## src/rtl/simd_muladd.sv

```systemverilog
module simd_muladd #(
  parameter bit         QUAD   = 1'b0,
  parameter bit         SIGNED = 1'b1,
  parameter logic [3:0] C_LEFT = 4'b0000
) (
  input  logic        clk,
  input  logic        rst,
  input  logic [18:0] a_in,
  input  logic [17:0] b_in,
  input  logic [17:0] c_in,
  input  logic [1:0]  op,
  input  logic        shift_load,
  output logic [47:0] y,
  output logic        ovf
);
  localparam int LANES = QUAD ? 4 : 2;
  localparam int LW    = QUAD ? 12 : 24;
  localparam int XW    = LW + 2;

  function automatic int a_w(int i);
    if (QUAD) return (i == 0) ? 7 : 4;
    return (i == 0) ? 11 : 8;
  endfunction
  function automatic int b_w(int i);
    if (QUAD) return (i == 0) ? 6 : 4;
    return (i == 0) ? 10 : 8;
  endfunction
  function automatic int c_w(int i);
    if (QUAD) return (i == 0) ? 6 : 4;
    return 9;
  endfunction
  function automatic int a_o(int i);
    int s = 0;
    for (int k = 0; k < i; k++) s += a_w(k);
    return s;
  endfunction
  function automatic int b_o(int i);
    int s = 0;
    for (int k = 0; k < i; k++) s += b_w(k);
    return s;
  endfunction
  function automatic int c_o(int i);
    int s = 0;
    for (int k = 0; k < i; k++) s += c_w(k);
    return s;
  endfunction

  logic [LANES-1:0][LW-1:0] res;
  logic [LANES-1:0]         lane_ov;

  for (genvar i = 0; i < LANES; i++) begin : g_lane
    localparam int AW = a_w(i);
    localparam int BW = b_w(i);
    localparam int CW = c_w(i);
    localparam int PW = AW + BW;

    logic [AW-1:0] af;
    logic [BW-1:0] bf;
    logic [CW-1:0] cf;
    assign af = a_in[a_o(i) +: AW];
    assign bf = b_in[b_o(i) +: BW];
    assign cf = c_in[c_o(i) +: CW];

    logic signed [AW:0]   ax;
    logic signed [BW:0]   bx;
    logic signed [PW+1:0] prod;
    logic signed [XW-1:0] m;
    assign ax   = {SIGNED & af[AW-1], af};
    assign bx   = {SIGNED & bf[BW-1], bf};
    assign prod = ax * bx;

    if (PW > LW) begin : g_trunc
      assign m = {{2{SIGNED & prod[LW-1]}}, prod[LW-1:0]};
    end else begin : g_full
      assign m = {{(XW-PW-2){prod[PW+1]}}, prod};
    end

    logic [LW-1:0] ce;
    if (C_LEFT[i]) begin : g_left
      assign ce = {cf, {(LW-CW){1'b0}}};
    end else begin : g_right
      assign ce = {{(LW-CW){SIGNED & cf[CW-1]}}, cf};
    end

    logic [3:0] sh;
    always_ff @(posedge clk) begin
      if (rst)             sh <= '0;
      else if (shift_load) sh <= cf[3:0];
    end

    logic signed [LW-1:0] ces;
    logic        [LW-1:0] cs;
    assign ces = ce;
    if (SIGNED) begin : g_ashr
      assign cs = ces >>> sh;
    end else begin : g_lshr
      assign cs = ce >> sh;
    end

    logic signed [XW-1:0] n;
    logic signed [XW-1:0] s;
    assign n = {{2{SIGNED & cs[LW-1]}}, cs};

    always_comb begin
      case (op)
        2'b00:   s = m + n;
        2'b01:   s = m - n;
        2'b10:   s = n - m;
        default: s = -m - n;
      endcase
    end

    assign res[i] = s[LW-1:0];
    if (SIGNED) begin : g_sov
      assign lane_ov[i] = !((&s[XW-1:LW-1]) || !(|s[XW-1:LW-1]));
    end else begin : g_uov
      assign lane_ov[i] = |s[XW-1:LW];
    end
  end

  always_ff @(posedge clk) begin
    if (rst) begin
      y   <= '0;
      ovf <= 1'b0;
    end else begin
      y   <= res;
      ovf <= |lane_ov;
    end
  end
endmodule


```

## config.mk

```make
export PLATFORM = sky130hd
export DESIGN_NAME = simd_muladd
export DESIGN_NICKNAME = d
export VERILOG_FILES = /design/src/rtl/simd_muladd.sv
export SDC_FILE = /design/constraint.sdc
export NUM_CORES = 1
export LEC_CHECK = 0
export ABC_AREA = 1
export CAP_MARGIN = 10
export CORE_MARGIN = 10
export CORE_UTILIZATION = 39
export CTS_CLUSTER_DIAMETER = 50
export DETAILED_ROUTE_END_ITERATION = 6
export DONT_BUFFER_PORTS = 1
export HOLD_SLACK_MARGIN = 0.02
export PLACE_DENSITY_LB_ADDON = 0.08
export SKIP_LAST_GASP = 1
export SYNTH_ARGS = -nofsm -noshare
export SYNTH_HDL_FRONTEND = slang
export SYNTH_SLANG_ARGS = --single-unit
```

## constraint.sdc

```tcl
create_clock -name clk -period 8.6 [get_ports clk]
set_input_delay 0.86 -clock clk [delete_from_list [all_inputs] [get_ports clk]]
set_output_delay 0.86 -clock clk [all_outputs]
set_load 0.05 [all_outputs]
```

Yosys cells after proc, flatten, opt, wreduce, memory -nomap -nowiden
Index checks and enable logic that the tools add are counted.
W data, S select, Z words.
{"block": "totals", "ff_bits": 57, "latchBits": 0, "ram_bits": 0, "rom_bits": 0, "input_bits": 60, "output_inout_bits": 49, "elab_cells": 34, "mem_count": 0}
{"block": "op_classes", "add_sub_neg": 10, "mul": 2, "div_mod_pow": 0, "magnitude_cmp": 0, "eq_ne": 2, "shift": 2, "n_mux": 2, "n_bitwise": 0, "n_reduce_logical": 12}
{"op": "$pmux W26 S3", "count": 2}
{"op": "$sub A26 B24 Y26", "count": 2}
{"op": "$sshr A9 B4 Y24", "count": 2}
{"op": "$neg A16 Y26", "count": 1}
{"op": "$neg A21 Y26", "count": 1}
{"op": "$add A16 B24 Y25", "count": 1}
{"op": "$add A21 B24 Y25", "count": 1}
{"op": "$sub A16 B24 Y25", "count": 1}
{"op": "$sub A21 B24 Y25", "count": 1}
{"op": "$sub A24 B16 Y25", "count": 1}
{"op": "$sub A24 B21 Y25", "count": 1}
{"op": "$mul A11 B10 Y21", "count": 1}
{"op": "$mul A8 B8 Y16", "count": 1}
{"op": "$reduce_and A3 Y1", "count": 2}
{"op": "$reduce_or A3 Y1", "count": 2}
{"op": "$logic_not A1 Y1", "count": 4}
{"op": "$eq A2 B1 Y1 const B", "count": 1}
{"op": "$eq A2 B2 Y1 const B", "count": 1}
{"op": "$logic_not A2 Y1", "count": 1}
{"op": "$logic_or A1 B1 Y1", "count": 2}
{"op": "$reduce_or A2 Y1", "count": 1}

Longest topological paths before layout
Gate-level depths: netlist of the first run.
{"block": "depth", "ltp_word": 9, "depth_mapped": 41, "mapped_depth_nobuf": 39}

Worst setup path after synthesis of the first run
OpenSTA, ideal clock, no wires.
{"block": "synth_path", "kind": "input-to-reg", "from": "input port a_in[0]", "to": "register y[19]", "setup_ns": 0.065, "t_arrival_ns": 7.273, "required_time_ns": 8.535, "path_slack_ns": 1.262, "stages": 29, "n_path_buf": 2, "path_cell_list": "clkbuf_1 -> or2_2 -> fa_1 -> fa_1 -> inv_1 -> fa_1 -> fa_1 -> inv_1 -> fa_1 -> inv_1 -> ha_1 -> a21oi_1 -> o21ai_0 -> a21oi_1 -> nand2_1 -> a31oi_1 -> xor2_1 -> inv_1 -> ha_1 -> buf_2 -> inv_1 -> ha_1 -> nand2_1 -> nor4_1 -> nand4_1 -> a31o_2 -> a21oi_1 -> nor2_1 -> nor2_1"}
{"block": "synth_via", "elab_chain_len": 4, "word_cells_on_any_way": 7, "classes_between": "5 x add/sub; 1 x mul; 1 x mux"}
{"item": "start: declaration", "line": "8", "rtl": "input logic [18:0] a_in,"}
{"item": "$mul A11 B10 Y21 *", "line": "70", "rtl": "assign prod = ax * bx;"}
{"item": "$neg A21 Y26", "line": "109", "rtl": "default: s = -m - n;"}
{"item": "$sub A26 B24 Y26", "line": "109"}
{"item": "$pmux W26 S3 *", "line": "105", "rtl": "case (op)"}
{"item": "end signal: assignment", "line": "126", "rtl": "y <= res;"}
{"item": "end: declaration", "line": "13", "rtl": "output logic [47:0] y,"}
Every way passes the cells marked *; elsewhere a longest branch is shown, timed or not.
A chain may end at the register's enable or synchronous reset.

Worst setup path in the final report of the first run
{"block": "layout_path", "from": "input port b_in[9]", "to": "register y[19]"}
{"block": "layout_via", "elab_chain_len": 4, "word_cells_on_any_way": 7, "classes_between": "5 x add/sub; 1 x mul; 1 x mux"}
{"item": "start: declaration", "line": "9", "rtl": "input logic [17:0] b_in,"}
{"item": "$mul A11 B10 Y21 *", "line": "70"}
{"item": "$neg A21 Y26", "line": "109"}
{"item": "$sub A26 B24 Y26", "line": "109"}
{"item": "$pmux W26 S3 *", "line": "105"}
Marked as above.

==> results.json, run 1 <==
{
  "outcome": "completed",
  "dr.pass1.iters": 6,
  "synthXorXnorAreaFrac_pct": 2.89,
  "drt_drc_violations_left": 0,
  "drive_above_1_share_pct": 4.51,
  "grtUsageTotal_pct": 21.2,
  "postRouteAntennaNets": 0,
  "path_clk_slew_ns": 0.06,
  "cts_sinks": 57,
  "multi_input_area_mm2": 0.0150,
  "tightest_slew_ns": 0.931,
  "cp-start-kind": "input port",
  "yosysSeqAreaShare_pct": 6.07,
  "syn_area_mm2": 0.0188,
  "holdBufCountCts": 0,
  "fin_crit_sh_pct": 88.1,
  "cap_violations": 0,
  "syn_nets": 3410,
  "overflow": 0,
  "synth_area_leaders": "ha_1, fa_1, nand2_1",
  "cts_resized": 0,
  "post-route-min-period_ns": 7.58,
  "post_cts_buffers": 0,
  "critPathKind": "in2reg",
  "synth_mux_area_share_pct": 0.0533,
  "required_ns": 8.89,
  "maxSlewHeadroom_pct": 37.6,
  "grt_pass1_wl_mm": 96.3,
  "hold_violations": 0,
  "yosys.area_share.simple_pct": 25.9,
  "via_per_inst": 5.14,
  "ys_async_sr_fraction_pct": 0,
  "rr_worst_depth": 19,
  "vias": 17900,
  "grt_pass1_vias": 17500,
  "synth_flop_cell": "dfxtp_1",
  "synth_top_area_share_pct": 18.6,
  "finalSetupViolCount": 0,
  "antenna_found_initial": 0,
  "synth_top_family_by_area": "adder cells",
  "fin_nets": 3359,
  "synth_seq_cells": 57,
  "ys_warn_count": 0,
  "clk_path_buf_depth": 2,
  "synth.distinct_cells": 61,
  "dp_hpwl_mm": 52.0,
  "max_freq_ghz": 0.132,
  "synth_compound_area_share_pct": 15.3,
  "io_buffer_count": 0,
  "rows": 80,
  "numCtsBuffers": 9,
  "syn_to_final_growth_pct": 4.31,
  "final.setup.tns_ns": 0,
  "wl_per_cell_um": 17.6,
  "final_max_slew_viol_count": 0,
  "yosys.area.top_type": "ha_1",
  "clk_latency_ns": 0.36,
  "start_util_pct": 39.4,
  "hold_path.class": "reg2reg",
  "cts_root_buffer": "clkbuf_16",
  "drt_iter0_markers": 1378,
  "cts_tree": "built",
  "htree_levels": 3,
  "layout_common_cells": "nand2_1, inv_1, ha_1",
  "synth_cells": 2908,
  "rsz0062_at_grt": "no",
  "coreArea_mm2": 0.0476,
  "end_kind": "flip-flop",
  "synth_area_per_cell_um2": 6.46,
  "die_area_mm2": 0.0574,
  "grt_max_degree": 47,
  "die_x_um": 240,
  "routabilityCongestion": 0.919,
  "min_path_cells": 2,
  "arrival_ns": 7.87,
  "fp.dieH_um": 240,
  "yosys.area_share.adder_pct": 35.9,
  "layout_commonest_cell": "nand2_1",
  "regArea_mm2": 0.00114,
  "cp_max_fo": 11,
  "ios": 109,
  "fill_cells": 5202,
  "synth_edf_count": 0,
  "n_antenna_cell": 0,
  "routed_wl_mm": 61.3,
  "finalClockSkew_ns": 0.0168
}
## cells in the mapped netlist, types with 8 or more instances
library cell,instances
or2_2,19
fa_1,162
buf_2,13
nand2_1,703
a21oi_1,246
xor2_1,37
nand3_1,129
clkbuf_1,48
nor2_2,13
nor2_1,201
o21bai_1,33
inv_1,580
nand4_1,17
o21ai_1,14
o21ai_0,143
xnor2_1,25
buf_1,8
ha_1,280
nor3_1,14
a31oi_1,14
nand2_2,20
a21o_1,13
inv_2,15
dfxtp_1,57
## cell type report
| cell class | instances | area share, % |
|---|---|---|
| clock buffers | 13 | 1.33 |
| flip-flops and latches | 57 | 5.82 |
| well taps | 615 | 3.93 |
| repair buffers | 15 | 0.574 |
| multi-input cells | 2173 | 76.7 |
| inverters | 601 | 11.5 |
| clock inverters | 3 | 0.0766 |
## through the flow
stage	setup slack [ns]	utilization (%)	hold slack [ns]	cell area, µm²	std cells
6_report	1.02	41.1	0.523	19600	3477
5_1_grt	0.340	41.1	0.556	19600	3477
3_3_place_gp	0.747	40.6	0.506	19300	3461
4_1_cts	1.00	41.1	0.522	19600	3477
2_1_floorplan	1.26	-	0.475	18800	2908
3_5_place_dp	0.629	40.6	0.511	19300	3461
## kinds of logic after synthesis
kind of cell               after synthesis
muxes                                    1
buffers and inverters                  678
DFF                                     57
adders and majority gates              442
AOI/OAI and AO/OA                      512
xor gates and xnor gates                62
and+or+nand+nor                       1156
## worst paths after layout
| kind | startpoint | endpoint | slack [ns] |
|---|---|---|---|
| min | g_lane[1].sh[2] | g_lane[1].sh[2] | 0.52 |
| max | b_in[9] | y[19] | 1.02 |
| max reg2reg | g_lane[0].sh[0] | y[7] | 4.20 |
| min reg2reg | g_lane[1].sh[2] | g_lane[1].sh[2] | 0.52 |
## critical path, cell delays in order
cell,delay [ns]
inv_1,0.14
or2_2,0.34
fa_1,0.51
fa_1,0.54
inv_1,0.05
fa_1,0.50
fa_1,0.54
inv_1,0.05
fa_1,0.53
inv_1,0.04
ha_1,0.34
a21oi_1,0.20
o21ai_0,0.13
a21oi_1,0.14
nand2_1,0.11
a31oi_1,0.18
xor2_1,0.26
inv_1,0.10
ha_1,0.50
inv_1,0.20
ha_1,0.41
nand2_1,0.15
nor4_1,0.36
nand4_1,0.17
a31o_2,0.24
a21oi_1,0.13
nor2_1,0.06
nor2_1,0.09
## state kept, by name, indices dropped and copies added (netlist names)
register   count
ovf            1
g_lane.sh      8
y             48
## metal layers
metal  vias up  wire (µm)  share of wire (%)  GRT usage, %
li1       8946          -                  -             -
met1      8366      29900                 49          30.0
met2       497      26800                 44          33.6
met3        50       3420                5.6          2.53
met4         0       1180                1.9          4.96
met5         -          0                  0             0
Power of run 1 is left out: the tool's default activity adds up to more than one toggle a clock period on the data nets, which glitch-free logic cannot reach.
==> inputs of run 2 (changes only) <==
--- a/config.mk
+++ b/config.mk
@@ -5,7 +5,6 @@
 export SDC_FILE = /design/constraint.sdc
 export NUM_CORES = 1
 export LEC_CHECK = 0
-export ABC_AREA = 1
 export CAP_MARGIN = 10
 export CORE_MARGIN = 10
 export CORE_UTILIZATION = 39
==> results.json, run 2 <==
{
  "synth_top_area_share_pct": 19.8,
  "syn_to_final_growth_pct": 4.13,
  "yosys.area.top_type": "ha_1",
  "ys_top_cells_by_count": "inv_1, ha_1, nand2_1",
  "rsz0062_at_grt": "no",
  "htree_levels": 3,
  "fp.dieH_um": 233,
  "top_register": "y",
  "antenna_found_initial": 0,
  "synth_edf_count": 0,
  "ys_async_sr_fraction_pct": 0,
  "dr.pass1.iters": 5,
  "drt_iter0_markers": 1125,
  "drt_drc_violations_left": 0,
  "clk_latency_ns": 0.36,
  "drive_above_1_share_pct": 3.23,
  "synth_area_leaders": "ha_1, fa_1, inv_1",
  "placed_cells": 2751,
  "synth_flop_cell": "dfxtp_1",
  "vias": 14900,
  "final.setup.tns_ns": 0,
  "wl_per_cell_um": 19.2,
  "routabilityCongestion": 0.903,
  "syn_nets": 2736,
  "synth.distinct_cells": 90,
  "yosysSeqAreaShare_pct": 6.44,
  "cp-start-kind": "input port",
  "synth_seq_cells": 57,
  "rows": 78,
  "critPathKind": "in2reg",
  "layout_commonest_cell": "inv_1",
  "cts_tree": "built",
  "maxSlewHeadroom_pct": 31.8,
  "path_clk_slew_ns": 0.05,
  "finalSetupViolCount": 0,
  "fin_crit_sh_pct": 90.5,
  "final_max_slew_viol_count": 0,
  "r2r_end": "ovf",
  "n_antenna_cell": 0,
  "fin_nets": 2664,
  "finalClockSkew_ns": 0.0138,
  "coreArea_mm2": 0.0452,
  "dp_slack_ns": 0.438,
  "cap_violations": 0,
  "synth_area_per_cell_um2": 7.94,
  "end_kind": "flip-flop",
  "start_util_pct": 39.2,
  "die_x_um": 233,
  "ys_warn_count": 0,
  "grt_max_degree": 58,
  "overflow": 0,
  "io_buffer_count": 0,
  "fill_cells": 4755,
  "layout_common_cells": "inv_1, ha_1, nand2_1",
  "cts_resized": 0,
  "top_regs": "y x48, g_lane.sh x8, ovf x1",
  "crit_start": "b_in[9]",
  "grt_pass1_vias": 14900,
  "fin_cells": 2767,
  "dp_hpwl_mm": 43.4,
  "routed_wl_mm": 53.1,
  "max_freq_ghz": 0.128,
  "cp_max_fo": 9,
  "holdBufCountCts": 0,
  "post_cts_buffers": 0,
  "synth_cells": 2234,
  "tightest_slew_ns": 1.02,
  "rr_worst_depth": 17,
  "timing.rr.start": "g_lane[1].sh[1]",
  "arrival_ns": 8.05,
  "reg2reg_slack_ns": 3.52,
  "cts_root_buffer": "clkbuf_16",
  "post-route-min-period_ns": 7.78,
  "hold_violations": 0,
  "required_ns": 8.87,
  "via_per_inst": 5.38,
  "holdPathEnd": "y[14]",
  "outcome": "completed",
  "cts_sinks": 57,
  "grtUsageTotal_pct": 19.4,
  "clk_path_buf_depth": 2,
  "syn_area_mm2": 0.0177,
  "min_from": "rst",
  "hold_path.class": "in2reg",
  "largest_reg_flops": 48,
  "grt_pass1_wl_mm": 84.2,
  "die_area_mm2": 0.0544,
  "synth_most_common_cell": "inv_1",
  "ios": 109,
  "postRouteAntennaNets": 0,
  "numCtsBuffers": 9,
  "min_path_cells": 1,
  "layout_setup_ws_ns": 0.816
}
-- run 2: cell type report --
| cell class | count | area (µm²) | share of cell area, % |
|---|---|---|---|
| Tap cell | 600 | 751 | 4.07 |
| Sequential cell | 57 | 1140 | 6.18 |
| Inverter | 319 | 1200 | 6.49 |
| Multi-Input combinational cell | 1769 | 15000 | 81.4 |
| Clock inverter | 7 | 77.6 | 0.420 |
| Timing Repair Buffer | 6 | 45.0 | 0.244 |
| Clock buffer | 9 | 225 | 1.22 |
-- run 2: worst max path at each step --
stage	end	cells past startpoint
5_1_grt	ovf	30
6_report	ovf	26
2_1_floorplan	ovf	30
3_3_place_gp	ovf	26
4_1_cts	ovf	26
3_5_place_dp	ovf	26
-- run 2: cell families after synthesis --
family	count (synthesis)	share of synthesized area, %
mux	42	3.11
buf+inv	408	8.82
simple gates	636	17.6
flops	57	6.44
xor+xnor	138	6.82
compound gates	511	19.2
fa+ha+maj	442	38.1
-- run 2: metal layers --
metal / vias up / global-route usage [%] / routed length [µm]
li1: 7296 / - / -
met1: 7217 / 27.6 / 26300
met2: 329 / 31.1 / 23700
met3: 34 / 2.04 / 2450
met4: 0 / 3.85 / 705
met5: - / 0 / 0
-- run 2: per-stage QoR --
step	instance area (µm²)	util, %	hold slack (ns)
after detailed placement	18200	40.2	0.654
final	18500	40.9	0.584
after global placement	18200	40.2	0.638
after CTS	18500	40.9	0.566
after global routing	18500	40.9	0.565
after floorplan	17700	-	0.697
-- run 2: worst max-delay path: stages --
cell and delay [ns]:
clkinv_1 0.23, nor2_1 0.25, fa_1 0.44, fa_1 0.52
fa_1 0.52, fa_1 0.55, inv_1 0.05, fa_1 0.52
inv_1 0.04, ha_1 0.36, and3_1 0.21, a21oi_1 0.18
nand2_1 0.07, nor2_1 0.18, xnor2_1 0.22, ha_1 0.36
ha_1 0.40, and3_1 0.23, a221o_1 0.32, or2_1 0.25
o21a_1 0.23, o221ai_4 0.23, o21ai_0 0.13, o21ai_1 0.17
mux2_2 0.35, a31oi_1 0.16
Power of run 2 is left out for the same reason.
==> inputs of run 3 (changes only) <==
--- a/config.mk
+++ b/config.mk
@@ -7,7 +7,7 @@
 export LEC_CHECK = 0
 export CAP_MARGIN = 10
 export CORE_MARGIN = 10
-export CORE_UTILIZATION = 39
+export CORE_UTILIZATION = 35
 export CTS_CLUSTER_DIAMETER = 50
 export DETAILED_ROUTE_END_ITERATION = 6
 export DONT_BUFFER_PORTS = 1
==> results.json, run 3 (same netlist as run 2, synthesis figures left out) <==
{
  "outcome": "completed",
  "postRouteAntennaNets": 0,
  "maxSlewHeadroom_pct": 22.1,
  "critPathKind": "in2reg",
  "cts_root_buffer": "clkbuf_16",
  "cts_sinks": 57,
  "final.setup.tns_ns": 0,
  "n_antenna_cell": 0,
  "drt_drc_violations_left": 0,
  "hold_violations": 0,
  "htree_levels": 3,
  "die_x_um": 245,
  "rr_worst_depth": 15,
  "coreArea_mm2": 0.0502,
  "via_per_inst": 5.28,
  "finalClockSkew_ns": 0.0131,
  "reg2reg_slack_ns": 3.48,
  "wl_per_cell_um": 19.2,
  "drt_iter0_markers": 980,
  "cp_max_fo": 11,
  "fin_crit_sh_pct": 91.6,
  "rows": 82,
  "cts_resized": 0,
  "ios": 109,
  "top_register": "y",
  "grt_pass1_vias": 14800,
  "rsz0062_at_grt": "no",
  "tightest_slew_ns": 1.16,
  "overflow": 0,
  "fp.dieH_um": 245,
  "end_kind": "flip-flop",
  "hold_path.class": "in2reg",
  "grt_pass1_wl_mm": 85.9,
  "fin_nets": 2670,
  "layout_common_cells": "inv_1, ha_1, nand2_1",
  "grtUsageTotal_pct": 17.8,
  "final_max_slew_viol_count": 0,
  "cts_tree": "built",
  "holdPathEnd": "g_lane[0].sh[1]",
  "min_from": "rst",
  "antenna_found_initial": 0,
  "routed_wl_mm": 54.7,
  "vias": 15000,
  "clk_path_buf_depth": 2,
  "syn_to_final_growth_pct": 4.71,
  "min_path_cells": 1,
  "arrival_ns": 8.16,
  "numCtsBuffers": 9,
  "start_util_pct": 35.3,
  "max_freq_ghz": 0.127,
  "cap_violations": 0,
  "cp-start-kind": "input port",
  "grt_max_degree": 58,
  "top_regs": "y x48, g_lane.sh x8, ovf x1",
  "drive_above_1_share_pct": 3.45,
  "required_ns": 8.89,
  "post_cts_buffers": 0,
  "timing.rr.start": "g_lane[0].sh[1]",
  "largest_reg_flops": 48,
  "die_area_mm2": 0.0601,
  "finalSetupViolCount": 0,
  "io_buffer_count": 0,
  "dr.pass1.iters": 5,
  "layout_commonest_cell": "inv_1",
  "holdBufCountCts": 0,
  "r2r_end": "ovf",
  "clk_latency_ns": 0.36,
  "dp_hpwl_mm": 45.4,
  "post-route-min-period_ns": 7.87,
  "routabilityCongestion": 0.855,
  "path_clk_slew_ns": 0.07
}
run 3: changes by cell type in the layout (fill, tap and decap cells not counted):
cell and delta:
buf_4 +6, clkinv_2 +1, clkbuf_1 +1, inv_6 -1, bufinv_16 -1, clkinvlp_4 +1
clkinv_4 -1
run 3: worst max path at each step:
stage,slack (ns),cells after the start,from,end
final,0.73,27,b_in[9],ovf
after floorplan,0.76,30,b_in[3],ovf
after CTS,0.80,29,a_in[3],ovf
after global placement,0.53,28,a_in[3],ovf
after global routing,0.23,28,b_in[9],ovf
after detailed placement,0.44,29,a_in[3],ovf
run 3: area by class of cell:
class,count,area (µm²)
clock buffer,10,229
clock inverter,6,42.5
fill,5160,31600
inverter,319,1200
multi-input combinational,1769,15000
sequential,57,1140
tap,672,841
timing repair buffer,12,90.1
run 3: metrics by stage:
| stage | std cells | cell area [µm²] | hold WS (ns) | util (%) | worst slack, ns |
|---|---|---|---|---|---|
| 3_5_place_dp | 2829 | 18300 | 0.658 | 36.5 | 0.441 |
| 4_1_cts | 2845 | 18600 | 0.575 | 37.0 | 0.799 |
| 6_report | 2845 | 18600 | 0.589 | 37.0 | 0.726 |
| 2_1_floorplan | 2234 | 17700 | 0.697 | - | 0.761 |
| 3_3_place_gp | 2829 | 18300 | 0.654 | 36.5 | 0.528 |
| 5_1_grt | 2845 | 18600 | 0.589 | 37.0 | 0.234 |
run 3: worst max-delay path, stage by stage:
cell	delay, ns
clkinv_1	0.22
nor2_1	0.22
fa_1	0.48
fa_1	0.46
fa_1	0.50
fa_1	0.54
inv_1	0.06
fa_1	0.53
inv_1	0.04
ha_1	0.38
a21o_1	0.19
a21oi_1	0.32
nor2_1	0.08
a31oi_1	0.15
o211ai_1	0.12
a21oi_1	0.36
xnor2_1	0.16
ha_1	0.45
inv_1	0.20
or3_1	0.17
a211oi_1	0.05
o21ai_0	0.13
a21oi_1	0.10
nor4_1	0.59
o311ai_0	0.28
mux2_2	0.33
a31oi_1	0.17
run 3: routing by layer:
| layer | track usage [%] | vias to the layer above | share of wire (%) |
|---|---|---|---|
| li1 | - | 7309 | - |
| met1 | 25.7 | 7304 | 49 |
| met2 | 28.5 | 376 | 45 |
| met3 | 1.66 | 46 | 4.4 |
| met4 | 3.27 | 0 | 1.3 |
| met5 | 0 | - | 0 |
Power of run 3 is left out for the same reason.
